--- config.mk ---
export PLATFORM = sky130hd
export DESIGN_NAME = pwroff_grace_wdt
export DESIGN_NICKNAME = d
export VERILOG_FILES = /design/src/rtl/pgw_pkg.sv /design/src/rtl/pgw_sw_filter.sv /design/src/rtl/pgw_spi_rx.sv /design/src/rtl/pgw_regs.sv /design/src/rtl/pgw_grace_counter.sv /design/src/rtl/pwroff_grace_wdt.sv
export SDC_FILE = /design/constraint.sdc
export NUM_CORES = 1
export LEC_CHECK = 0
export ABC_CLOCK_PERIOD_IN_PS = 2850
export CELL_PAD_IN_SITES_DETAIL_PLACEMENT = 0
export CELL_PAD_IN_SITES_GLOBAL_PLACEMENT = 1
export CORE_MARGIN = 4
export CORE_UTILIZATION = 46
export DETAILED_ROUTE_END_ITERATION = 7
export PLACE_DENSITY = 0.87
export SYNTH_ARGS = -nofsm -noshare
export SYNTH_HDL_FRONTEND = slang
export SYNTH_SLANG_ARGS = --single-unit
--- constraint.sdc ---
create_clock -name clk -period 2.85 [get_ports clk]
set_clock_uncertainty 0.15 [all_clocks]
set_input_delay 0.57 -clock clk [delete_from_list [all_inputs] [get_ports clk]]
set_output_delay 0.57 -clock clk [all_outputs]
set_load 0.01 [all_outputs]
--- src/rtl/pgw_pkg.sv ---
package pgw_pkg;
    localparam int FRAME_W = 16;

    localparam logic [7:0] ADDR_REFRESH = 8'h01;
    localparam logic [7:0] ADDR_CTRL    = 8'h02;
    localparam logic [7:0] ADDR_TMO_HI  = 8'h03;

    typedef struct packed {
        logic [7:0] addr;
        logic [7:0] data;
    } spi_frame_t;

    typedef enum logic [1:0] {
        OP_NONE,
        OP_REFRESH,
        OP_CTRL,
        OP_TMO
    } reg_op_e;

    function automatic reg_op_e decode_op(input spi_frame_t f);
        case (f.addr)
            ADDR_REFRESH: return OP_REFRESH;
            ADDR_CTRL:    return OP_CTRL;
            ADDR_TMO_HI:  return OP_TMO;
            default:      return OP_NONE;
        endcase
    endfunction
endpackage

--- src/rtl/pgw_sw_filter.sv ---
module pgw_sw_filter #(
    parameter int DEB_TICKS = 4
) (
    input  logic clk,
    input  logic rst,
    input  logic tick,
    input  logic sw_raw,
    output logic sw_off
);
    localparam int DW = $clog2(DEB_TICKS + 1);

    logic [1:0]    sync_q;
    logic [DW-1:0] deb_cnt;

    always_ff @(posedge clk) begin
        if (rst) begin
            sync_q  <= 2'b00;
            deb_cnt <= '0;
            sw_off  <= 1'b0;
        end else begin
            sync_q <= {sync_q[0], sw_raw};
            if (sync_q[1] == sw_off) begin
                deb_cnt <= '0;
            end else if (tick) begin
                if (deb_cnt == DW'(DEB_TICKS - 1)) begin
                    sw_off  <= sync_q[1];
                    deb_cnt <= '0;
                end else begin
                    deb_cnt <= deb_cnt + 1'b1;
                end
            end
        end
    end
endmodule

--- src/rtl/pgw_spi_rx.sv ---
module pgw_spi_rx
    import pgw_pkg::*;
(
    input  logic       clk,
    input  logic       rst,
    input  logic       sclk,
    input  logic       cs_n,
    input  logic       mosi,
    output logic       frm_vld,
    output spi_frame_t frm
);
    localparam int BW = $clog2(FRAME_W + 1);

    logic [1:0]         sclk_s, cs_s, mosi_s;
    logic               sclk_d;
    logic               rise;
    logic [BW-1:0]      bit_cnt;
    logic [FRAME_W-1:0] shreg;

    always_ff @(posedge clk) begin
        if (rst) begin
            sclk_s <= 2'b00;
            cs_s   <= 2'b11;
            mosi_s <= 2'b00;
            sclk_d <= 1'b0;
        end else begin
            sclk_s <= {sclk_s[0], sclk};
            cs_s   <= {cs_s[0], cs_n};
            mosi_s <= {mosi_s[0], mosi};
            sclk_d <= sclk_s[1];
        end
    end

    assign rise = sclk_s[1] & ~sclk_d;

    always_ff @(posedge clk) begin
        if (rst) begin
            bit_cnt <= '0;
            shreg   <= '0;
            frm_vld <= 1'b0;
        end else begin
            frm_vld <= 1'b0;
            if (cs_s[1]) begin
                bit_cnt <= '0;
            end else if (rise && bit_cnt < BW'(FRAME_W)) begin
                shreg   <= {shreg[FRAME_W-2:0], mosi_s[1]};
                bit_cnt <= bit_cnt + 1'b1;
                if (bit_cnt == BW'(FRAME_W - 1)) frm_vld <= 1'b1;
            end
        end
    end

    assign frm = spi_frame_t'(shreg);
endmodule

--- src/rtl/pgw_regs.sv ---
module pgw_regs
    import pgw_pkg::*;
#(
    parameter int HI_W = 8
) (
    input  logic            clk,
    input  logic            rst,
    input  logic            frm_vld,
    input  spi_frame_t      frm,
    output logic            refresh,
    output logic            refclk_en,
    output logic [HI_W-1:0] tmo_hi
);
    reg_op_e op;
    logic    unused_data;

    assign op          = frm_vld ? decode_op(frm) : OP_NONE;
    assign refresh     = (op == OP_REFRESH);
    assign unused_data = ^frm.data;

    always_ff @(posedge clk) begin
        if (rst) begin
            refclk_en <= 1'b0;
            tmo_hi    <= '1;
        end else begin
            case (op)
                OP_CTRL: refclk_en <= frm.data[0];
                OP_TMO:  tmo_hi    <= frm.data[HI_W-1:0];
                default: ;
            endcase
        end
    end
endmodule

--- src/rtl/pgw_grace_counter.sv ---
module pgw_grace_counter #(
    parameter int CNT_W = 16,
    parameter int HI_W  = 8
) (
    input  logic            clk,
    input  logic            rst,
    input  logic            tick,
    input  logic            sw_off,
    input  logic            refresh,
    input  logic [HI_W-1:0] tmo_hi,
    output logic            expired
);
    localparam int LOW_W = CNT_W - HI_W;

    logic [CNT_W-1:0] cnt_q;
    logic [CNT_W-1:0] term;

    assign term = {tmo_hi, {LOW_W{1'b1}}};

    always_ff @(posedge clk) begin
        if (rst) begin
            cnt_q   <= '0;
            expired <= 1'b0;
        end else if (!sw_off) begin
            cnt_q <= '0;
        end else if (!expired) begin
            if (refresh) begin
                cnt_q <= '0;
            end else if (tick) begin
                if (cnt_q == term) expired <= 1'b1;
                else               cnt_q   <= cnt_q + 1'b1;
            end
        end
    end
endmodule

--- src/rtl/pwroff_grace_wdt.sv ---
module pwroff_grace_wdt
    import pgw_pkg::*;
#(
    parameter int CNT_W     = 16,
    parameter int HI_W      = 8,
    parameter int DEB_TICKS = 4
) (
    input  logic clk,
    input  logic rst,
    input  logic tick_32k,
    input  logic sw_sense_raw,
    input  logic spi_sclk,
    input  logic spi_cs_n,
    input  logic spi_mosi,
    output logic reg_en,
    output logic refclk_en
);
    logic            sw_off_db;
    logic            frm_vld;
    spi_frame_t      frm;
    logic            refresh;
    logic [HI_W-1:0] tmo_hi;
    logic            expired;

    pgw_sw_filter #(.DEB_TICKS(DEB_TICKS)) u_filt (
        .clk(clk), .rst(rst), .tick(tick_32k),
        .sw_raw(sw_sense_raw), .sw_off(sw_off_db)
    );

    pgw_spi_rx u_spi (
        .clk(clk), .rst(rst), .sclk(spi_sclk), .cs_n(spi_cs_n),
        .mosi(spi_mosi), .frm_vld(frm_vld), .frm(frm)
    );

    pgw_regs #(.HI_W(HI_W)) u_regs (
        .clk(clk), .rst(rst), .frm_vld(frm_vld), .frm(frm),
        .refresh(refresh), .refclk_en(refclk_en), .tmo_hi(tmo_hi)
    );

    pgw_grace_counter #(.CNT_W(CNT_W), .HI_W(HI_W)) u_cnt (
        .clk(clk), .rst(rst), .tick(tick_32k), .sw_off(sw_off_db),
        .refresh(refresh), .tmo_hi(tmo_hi), .expired(expired)
    );

    assign reg_en = ~expired;
endmodule

==> insert_results.sql, run 1 <==
INSERT INTO impl_metrics (metric_group, metric, value, unit) VALUES
('synthesis', 'post_synth.cell_area_avg', '9.06', 'um2'),
('pwr', 'powerDensity', '590', 'nW/um2'),
('worst_setup_path', 'critical_path.max_fanout', '10', ''),
('pwr', 'static_leakage', '0.000986', 'uW'),
('grt', 'overall_fraction_of_global_route_tracks_in_use', '14.7', '%'),
('synthesis', 'yosysSeqAreaShare', '46.8', '%'),
('outcome', 'status', 'finished, final reports clean', ''),
('min_path', 'holdPathStages', '1', ''),
('grt', 'first_global_vias', '1827', ''),
('drt', 'drcViolationCount', '0', ''),
('floorplanning', 'core_area', '5510', 'um2'),
('worst_setup_path', 'ff2ff_setup_slack', '430', 'ps'),
('clock_tree', 'post_cts_buffers', '0', ''),
('placement', 'gp_routability_congestion', '0.733', ''),
('floorplanning', 'floorplan.io_pins', '9', ''),
('sta', 'finalHoldViolCount', '0', ''),
('clock_tree', 'clkTransAtPathRegs', '70', 'ps'),
('floorplanning', 'chipHeight', '83.3', 'um'),
('min_path', 'holdCritPathClass', 'reg2reg', ''),
('clock_tree', 'tritoncts_clock_tree', 'yes', ''),
('clock_tree', 'post_cts_resized', '0', ''),
('grt', 'grt_start_max_net_pins', '43', ''),
('synthesis', 'synth-async-reset-ratio', '0', '%'),
('drt', 'dr_total_vias', '1882', ''),
('finish', 'sequential_cell_area', '1220', 'um2'),
('floorplanning', 'chipWidth', '83.3', 'um'),
('worst_setup_path', 'r2r-start', 'u_cnt.cnt_q[0]$_SDFFE_PP0P_', ''),
('floorplanning', 'std_cell_rows', '27', ''),
('worst_setup_path', 'crit_required', '2950', 'ps'),
('sta', 'finalWorstPathRequiredPeriod', '2420', 'ps'),
('synthesis', 'post_synth_inst_count', '288', ''),
('min_path', 'destination_of_the_worst_hold_path', 'u_spi.cs_s[1]$_SDFF_PP1_', ''),
('sta', 'max_freq', '0.414', 'GHz'),
('worst_setup_path', 'worst-setup-path-type', 'reg2reg', ''),
('placement', 'place.port_buffers', '8', ''),
('sta', 'finalSetupTns', '0', 'ps'),
('drt', 'detailedRoute.firstIterationViolations', '85', ''),
('run', 'cap_violations', '0', ''),
('sta', 'timing.final.setup_violations', '0', ''),
('grt', 'wire_length_of_the_first_global_routing_pass', '8.13', 'mm'),
('finish', 'fillCellCount', '506', ''),
('finish', 'antenna_cells', '0', ''),
('worst_setup_path', 'worst_setup_start_kind', 'flip-flop', ''),
('placement', 'placement_stage_cell_area', '2720', 'um2'),
('drt', 'post_drt_via_cell_ratio', '5.06', ''),
('finish', 'mostFrequentLayoutCells', 'dfxtp_1 (61), nand2_1 (43), nor2_1 (26)', ''),
('worst_setup_path', 'timing.reg2reg.worst_path_depth', '6', ''),
('sta', 'timing.slew.headroom', '53.3', '%'),
('clock_tree', 'cts_num_sinks', '61', ''),
('floorplanning', 'design.die.area', '6940', 'um2'),
('finish', 'post-route-cell-area', '2950', 'um2'),
('worst_setup_path', 'critical_path_arrival', '2520', 'ps'),
('grt', 'grt_remaining_overflow', '0', ''),
('drt', 'routed_wirelength', '4.57', 'mm'),
('sta', 'worst_slew_pin_slew', '698', 'ps'),
('drt', 'dr.pass1.iters', '4', ''),
('finish', 'layout.cells.most_common', 'dfxtp_1', ''),
('synthesis', 'postSynth.topFlopCell', 'dfxtp_1', ''),
('synthesis', 'post_synth_num_cell_types', '44', ''),
('clock_tree', 'clock_root_buffer', 'clkbuf_8', ''),
('pwr', 'ir_drop', '422', 'uV'),
('clock_tree', 'clock_tree.htree_level_count', '3', ''),
('clock_tree', 'clk-insertion-delay-late', '330', 'ps'),
('grt', 'antenna_found_initial', '0', ''),
('sta', 'rsz0062_at_grt', 'no', ''),
('placement', 'dp_hpwl', '3.02', 'mm'),
('synthesis', 'yosysWarningCount', '0', ''),
('finish', 'design.final.nets', '306', ''),
('clock_tree', 'cts-buffers-inserted', '9', ''),
('synthesis', 'mappedNetlistArea', '2610', 'um2'),
('sta', 'final_min_period_over_clock_period', '84.8', '%');
metal layers:
metal | vias to the layer above | GRT usage [%] | part of all wire [%]
li1 | 985 | - | -
met1 | 871 | 18.1 | 50
met2 | 18 | 22.7 | 44
met3 | 8 | 4.96 | 3.5
met4 | 0 | 7.88 | 2.2
met5 | - | 0 | 0
logic make-up (layout without fill, tap and decap cells):
| family | Yosys count | after routing | share of synthesized area (%) |
|---|---|---|---|
| AND/OR/NAND/NOR | 124 | 124 | 24.1 |
| flip-flops | 61 | 61 | 46.8 |
| AO/OA/AOI/OAI | 46 | 46 | 13.0 |
| buffers and inverters | 25 | 37 | 4.36 |
| XOR/XNOR | 20 | 20 | 6.71 |
| multiplexers | 8 | 8 | 3.12 |
| adder cells (fa/ha/maj) | 4 | 4 | 1.92 |
power breakdown:
part	total [uW]	internal (uW)	switching [uW]	leakage [uW]
clock	845	523	322	0.000115
combinational	34.7	15.8	18.9	0.000377
sequential	861	858	2.38	0.000493
total	1740	1400	343	0.000986
area by class of cell:
class,instances,share of cell area [%]
tap,72,3.05
sequential,61,41.4
timing repair buffer,10,3.22
inverter,11,1.40
multi-input combinational,202,43.2
clock inverter,2,1.27
clock buffer,14,6.53
sequential cells by signal, indices dropped and copies added (netlist names):
signal	flops
u_spi.sclk_d	1
u_regs.tmo_hi	8
u_spi.frm_vld	1
u_filt.sync_q	2
u_spi.sclk_s	2
u_regs.refclk_en	1
u_spi.cs_s	2
u_cnt.expired	1
u_spi.frm	16
u_spi.bit_cnt	5
u_cnt.cnt_q	16
u_spi.mosi_s	2
u_filt.sw_off	1
u_filt.deb_cnt	3
cell usage after synthesis (6+ instances only):
cell / count / area share [%]
inv_1: 11 / 1.6
xnor2_1: 17 / 5.7
nor2_1: 26 / 3.7
nand4_1: 10 / 2.4
a21oi_1: 24 / 4.6
mux2i_1: 7 / 2.7
clkbuf_1: 9 / 1.3
nor2b_1: 9 / 2.2
dfxtp_1: 61 / 47
nand2_1: 43 / 6.2
nand3_1: 6 / 1.2
a211o_1: 8 / 2.7
stage by stage:
step	cells	total power, uW	setup slack [ps]	hold slack [ps]	util, %
after floorplan	288	901	775	239	-
after CTS	372	1760	472	263	53.6
after detailed placement	356	915	488	246	49.4
after global routing	372	1810	286	280	53.6
final	372	1740	433	260	53.6
after global placement	356	915	541	242	49.4
worst max-delay path, cell delays in order, from the launching register on:
cell     delay (ps)
dfxtp_1         380
ha_1            330
nand3_1         190
o41ai_4         720
a21oi_4         210
nand2_1         150
mux2i_1         210
worst max path at each step:
stage	startpoint	end	slack (ps)	cells past startpoint
2_1_floorplan	u_cnt.cnt_q[0]$_SDFFE_PP0P_	u_cnt.cnt_q[7]$_SDFFE_PP0P_	770	7
3_5_place_dp	u_spi.frm[13]$_SDFFE_PP0P_	u_cnt.cnt_q[15]$_SDFFE_PP0P_	490	6
3_3_place_gp	u_spi.frm[13]$_SDFFE_PP0P_	u_cnt.cnt_q[15]$_SDFFE_PP0P_	540	6
5_1_grt	u_cnt.cnt_q[0]$_SDFFE_PP0P_	u_cnt.cnt_q[13]$_SDFFE_PP0P_	290	6
6_report	u_cnt.cnt_q[0]$_SDFFE_PP0P_	u_cnt.cnt_q[5]$_SDFFE_PP0P_	430	6
4_1_cts	u_spi.frm[13]$_SDFFE_PP0P_	u_cnt.cnt_q[15]$_SDFFE_PP0P_	470	6
Power figures use the tool's default switching activity.
==> run 2: changes to the inputs <==
--- a/config.mk
+++ b/config.mk
@@ -5,7 +5,7 @@
 export SDC_FILE = /design/constraint.sdc
 export NUM_CORES = 1
 export LEC_CHECK = 0
-export ABC_CLOCK_PERIOD_IN_PS = 2850
+export ABC_CLOCK_PERIOD_IN_PS = 2450
 export CELL_PAD_IN_SITES_DETAIL_PLACEMENT = 0
 export CELL_PAD_IN_SITES_GLOBAL_PLACEMENT = 1
 export CORE_MARGIN = 4
==> constraint.sdc (replaced) <==
create_clock -name clk -period 2.45 [get_ports clk]
set_clock_uncertainty 0.15 [all_clocks]
set_input_delay 0.49 -clock clk [delete_from_list [all_inputs] [get_ports clk]]
set_output_delay 0.49 -clock clk [all_outputs]
set_load 0.01 [all_outputs]
==> run 2 against run 1 <==
  * Die area did not move
  * Non-clock buffer count rose by 6
  * Design area fell by 0.55%
  * Via count rose by 3.6%
  * Count of clock-buffer cells in the layout fell by 3
  * Global-route usage fell by 0.13 points
  * Total power rose by 3.4%
  * Worst hold slack barely moved
  * Register-to-register slack got worse by 240 ps
  * Largest power group unchanged
==> insert_results.sql, run 2 (synthesized netlist as in run 1, its figures left out) <==
INSERT INTO impl_metrics (metric_group, metric, value, unit) VALUES
('sta', 'rsz0062_at_grt', 'no', ''),
('worst_setup_path', 'crit_required', '2510', 'ps'),
('finish', 'antenna_cells', '0', ''),
('clock_tree', 'clkTransAtPathRegs', '70', 'ps'),
('clock_tree', 'clk-insertion-delay-late', '340', 'ps'),
('clock_tree', 'cts_buffer_depth', '2', ''),
('pwr', 'power.share.sequential', '55.6', '%'),
('sta', 'final_min_period_over_clock_period', '92.0', '%'),
('placement', 'dp_hpwl', '3.03', 'mm'),
('worst_setup_path', 'timing.reg2reg.worst_path_depth', '6', ''),
('worst_setup_path', 'ff2ff_setup_slack', '190', 'ps'),
('pwr', 'switchingPower', '414', 'uW'),
('finish', 'final_cell_count_no_fill', '378', ''),
('sta', 'drv_slew', '0', ''),
('worst_setup_path', 'r2r-end', 'u_cnt.cnt_q[4]$_SDFFE_PP0P_', ''),
('worst_setup_path', 'worst_setup_start_kind', 'flip-flop', ''),
('worst_setup_path', 'worstSetupEndpointType', 'flip-flop', ''),
('min_path', 'holdCritPathClass', 'reg2reg', ''),
('worst_setup_path', 'crit_path_max_incr_delay', '550', 'ps'),
('outcome', 'status', 'finished, final reports clean', ''),
('sta', 'timing.final.setup_violations', '0', ''),
('grt', 'antenna_found_initial', '0', ''),
('drt', 'routed_wirelength', '4.60', 'mm'),
('drt', 'drcViolationCount', '0', ''),
('finish', 'mostFrequentLayoutCells', 'dfxtp_1 (61), nand2_1 (43), nor2_1 (26)', ''),
('floorplanning', 'chipWidth', '83.3', 'um'),
('finish', 'layout_cell_share_with_drive_strength_beyond_1', '11.4', '%'),
('clock_tree', 'tritoncts_clock_tree', 'yes', ''),
('placement', 'gp_routability_congestion', '0.765', ''),
('sta', 'timing.slew.headroom', '64.1', '%'),
('sta', 'setup_slack', '195', 'ps'),
('worst_setup_path', 'cp_slowest_cell', 'or4b_4', ''),
('floorplanning', 'floorplan.io_pins', '9', ''),
('grt', 'grt_start_max_net_pins', '43', ''),
('pwr', 'static_leakage', '0.000980', 'uW'),
('sta', 'finalHoldViolCount', '0', ''),
('finish', 'sequential_cell_area', '1220', 'um2'),
('worst_setup_path', 'r2r-start', 'u_spi.frm[13]$_SDFFE_PP0P_', ''),
('pwr', 'pnr_total_power', '1800', 'uW'),
('floorplanning', 'core_area', '5510', 'um2'),
('min_path', 'holdPathStages', '1', ''),
('drt', 'dr_total_vias', '1950', ''),
('clock_tree', 'cts-buffers-inserted', '9', ''),
('worst_setup_path', 'timing.critical_path.cells', 'or4b_4 -> nor4_4 -> nand3b_2 -> buf_4 -> o21ai_4 -> nor2_1', ''),
('finish', 'fillCellCount', '539', ''),
('drt', 'wl_per_cell', '12.2', 'um'),
('worst_setup_path', 'critical_path.max_fanout', '11', ''),
('floorplanning', 'initial_core_util', '47.4', '%'),
('finish', 'multi_input_area', '1270', 'um2'),
('worst_setup_path', 'critical_path_arrival', '2320', 'ps'),
('min_path', 'destination_of_the_worst_hold_path', 'u_spi.cs_s[1]$_SDFF_PP1_', ''),
('placement', 'post-place-ws', '188', 'ps'),
('grt', 'first_global_vias', '1929', ''),
('floorplanning', 'chipHeight', '83.3', 'um'),
('sta', 'worst_slew_pin_slew', '539', 'ps'),
('finish', 'syn2layout_area_growth', '12.5', '%'),
('clock_tree', 'cts-hold-fix-buffers', '0', ''),
('drt', 'antenna_left', '0', ''),
('grt', 'wire_length_of_the_first_global_routing_pass', '8.27', 'mm'),
('sta', 'finalSetupTns', '0', 'ps'),
('pwr', 'power_report.internal_total', '1390', 'uW'),
('drt', 'detailedRoute.firstIterationViolations', '97', ''),
('finish', 'design.final.nets', '312', ''),
('drt', 'post_drt_via_cell_ratio', '5.16', ''),
('floorplanning', 'std_cell_rows', '27', ''),
('pwr', 'powerDensity', '613', 'nW/um2'),
('drt', 'dr.pass1.iters', '4', ''),
('sta', 'max_freq', '0.443', 'GHz'),
('pwr', 'p_comb_share', '2.3', '%'),
('sta', 'finalWorstPathRequiredPeriod', '2260', 'ps'),
('placement', 'place_inst', '361', ''),
('pwr', 'ir_drop', '390', 'uV'),
('grt', 'grt_remaining_overflow', '0', ''),
('finish', 'layout.cells.most_common', 'dfxtp_1', ''),
('pwr', 'power_frac_clock', '42.1', '%'),
('run', 'cap_violations', '0', ''),
('clock_tree', 'clock_tree.htree_level_count', '3', ''),
('clock_tree', 'clock_root_buffer', 'clkbuf_8', ''),
('clock_tree', 'cts_num_sinks', '61', ''),
('grt', 'overall_fraction_of_global_route_tracks_in_use', '14.6', '%'),
('placement', 'place.port_buffers', '8', ''),
('min_path', 'min_from', 'u_spi.cs_s[0]$_SDFF_PP1_', ''),
('floorplanning', 'design.die.area', '6940', 'um2'),
('pwr', 'power_switching_share', '23.0', '%'),
('worst_setup_path', 'worst-setup-path-type', 'reg2reg', '');
-- run 2: through the flow --
| step | utilization (%) | hold slack [ps] | area (um2) |
|---|---|---|---|
| 6_report | 53.3 | 260 | 2940 |
| 2_1_floorplan | - | 239 | 2610 |
| 3_3_place_gp | 50.1 | 242 | 2760 |
| 3_5_place_dp | 50.1 | 244 | 2760 |
| 4_1_cts | 53.2 | 262 | 2930 |
| 5_1_grt | 53.3 | 287 | 2940 |
-- run 2: repair_timing --
action                     in CTS  in global routing
setup endpoints to repair       0                  1
gates resized for setup         0                  0
setup buffers                   0                  1
-- run 2: worst max-delay path, delay by kind of cell, from the launching register on --
family	cells	cell delay (ps)
AND/OR/NAND/NOR	4	1110
buffers and inverters	1	240
AO/OA/AOI/OAI	1	310
flip-flops	1	320
-- run 2: worst max-delay path by stage --
stage,from,endpoint,cells after the start
final,u_spi.frm[13]$_SDFFE_PP0P_,u_cnt.cnt_q[4]$_SDFFE_PP0P_,6
after global routing,u_spi.frm[13]$_SDFFE_PP0P_,u_cnt.cnt_q[4]$_SDFFE_PP0P_,6
after CTS,u_cnt.cnt_q[8]$_SDFFE_PP0P_,u_cnt.cnt_q[13]$_SDFFE_PP0P_,6
after detailed placement,u_cnt.cnt_q[8]$_SDFFE_PP0P_,u_cnt.cnt_q[13]$_SDFFE_PP0P_,6
after global placement,tick_32k,u_cnt.cnt_q[13]$_SDFFE_PP0P_,5
after floorplan,u_cnt.cnt_q[0]$_SDFFE_PP0P_,u_cnt.cnt_q[7]$_SDFFE_PP0P_,7
-- run 2: per-layer routing --
metal  part of all wire (%)  track usage, %  up-vias
li1                       -               -      997
met1                     48            17.5      917
met2                     46            23.5       27
met3                    3.9            3.57        9
met4                    2.6            8.92        0
met5                      0               0        -
-- run 2: cell type report --
cell class                      count  area share, %
Inverter                           11           1.41
Clock inverter                      5           1.28
Multi-Input combinational cell    202           43.4
Sequential cell                    61           41.6
Tap cell                           72           3.07
Clock buffer                       11           4.47
Timing Repair Buffer               16           4.77
-- run 2: power groups by stage --
| stage | clock (uW) | combinational, uW | sequential [uW] |
|---|---|---|---|
| after floorplan | 0 | 25.2 | 1020 |
| after global placement | 0 | 40.9 | 1020 |
| after detailed placement | 0 | 40.8 | 1020 |
| after CTS | 785 | 41.0 | 1000 |
| after global routing | 835 | 47.1 | 1000 |
| final | 757 | 41.6 | 1000 |
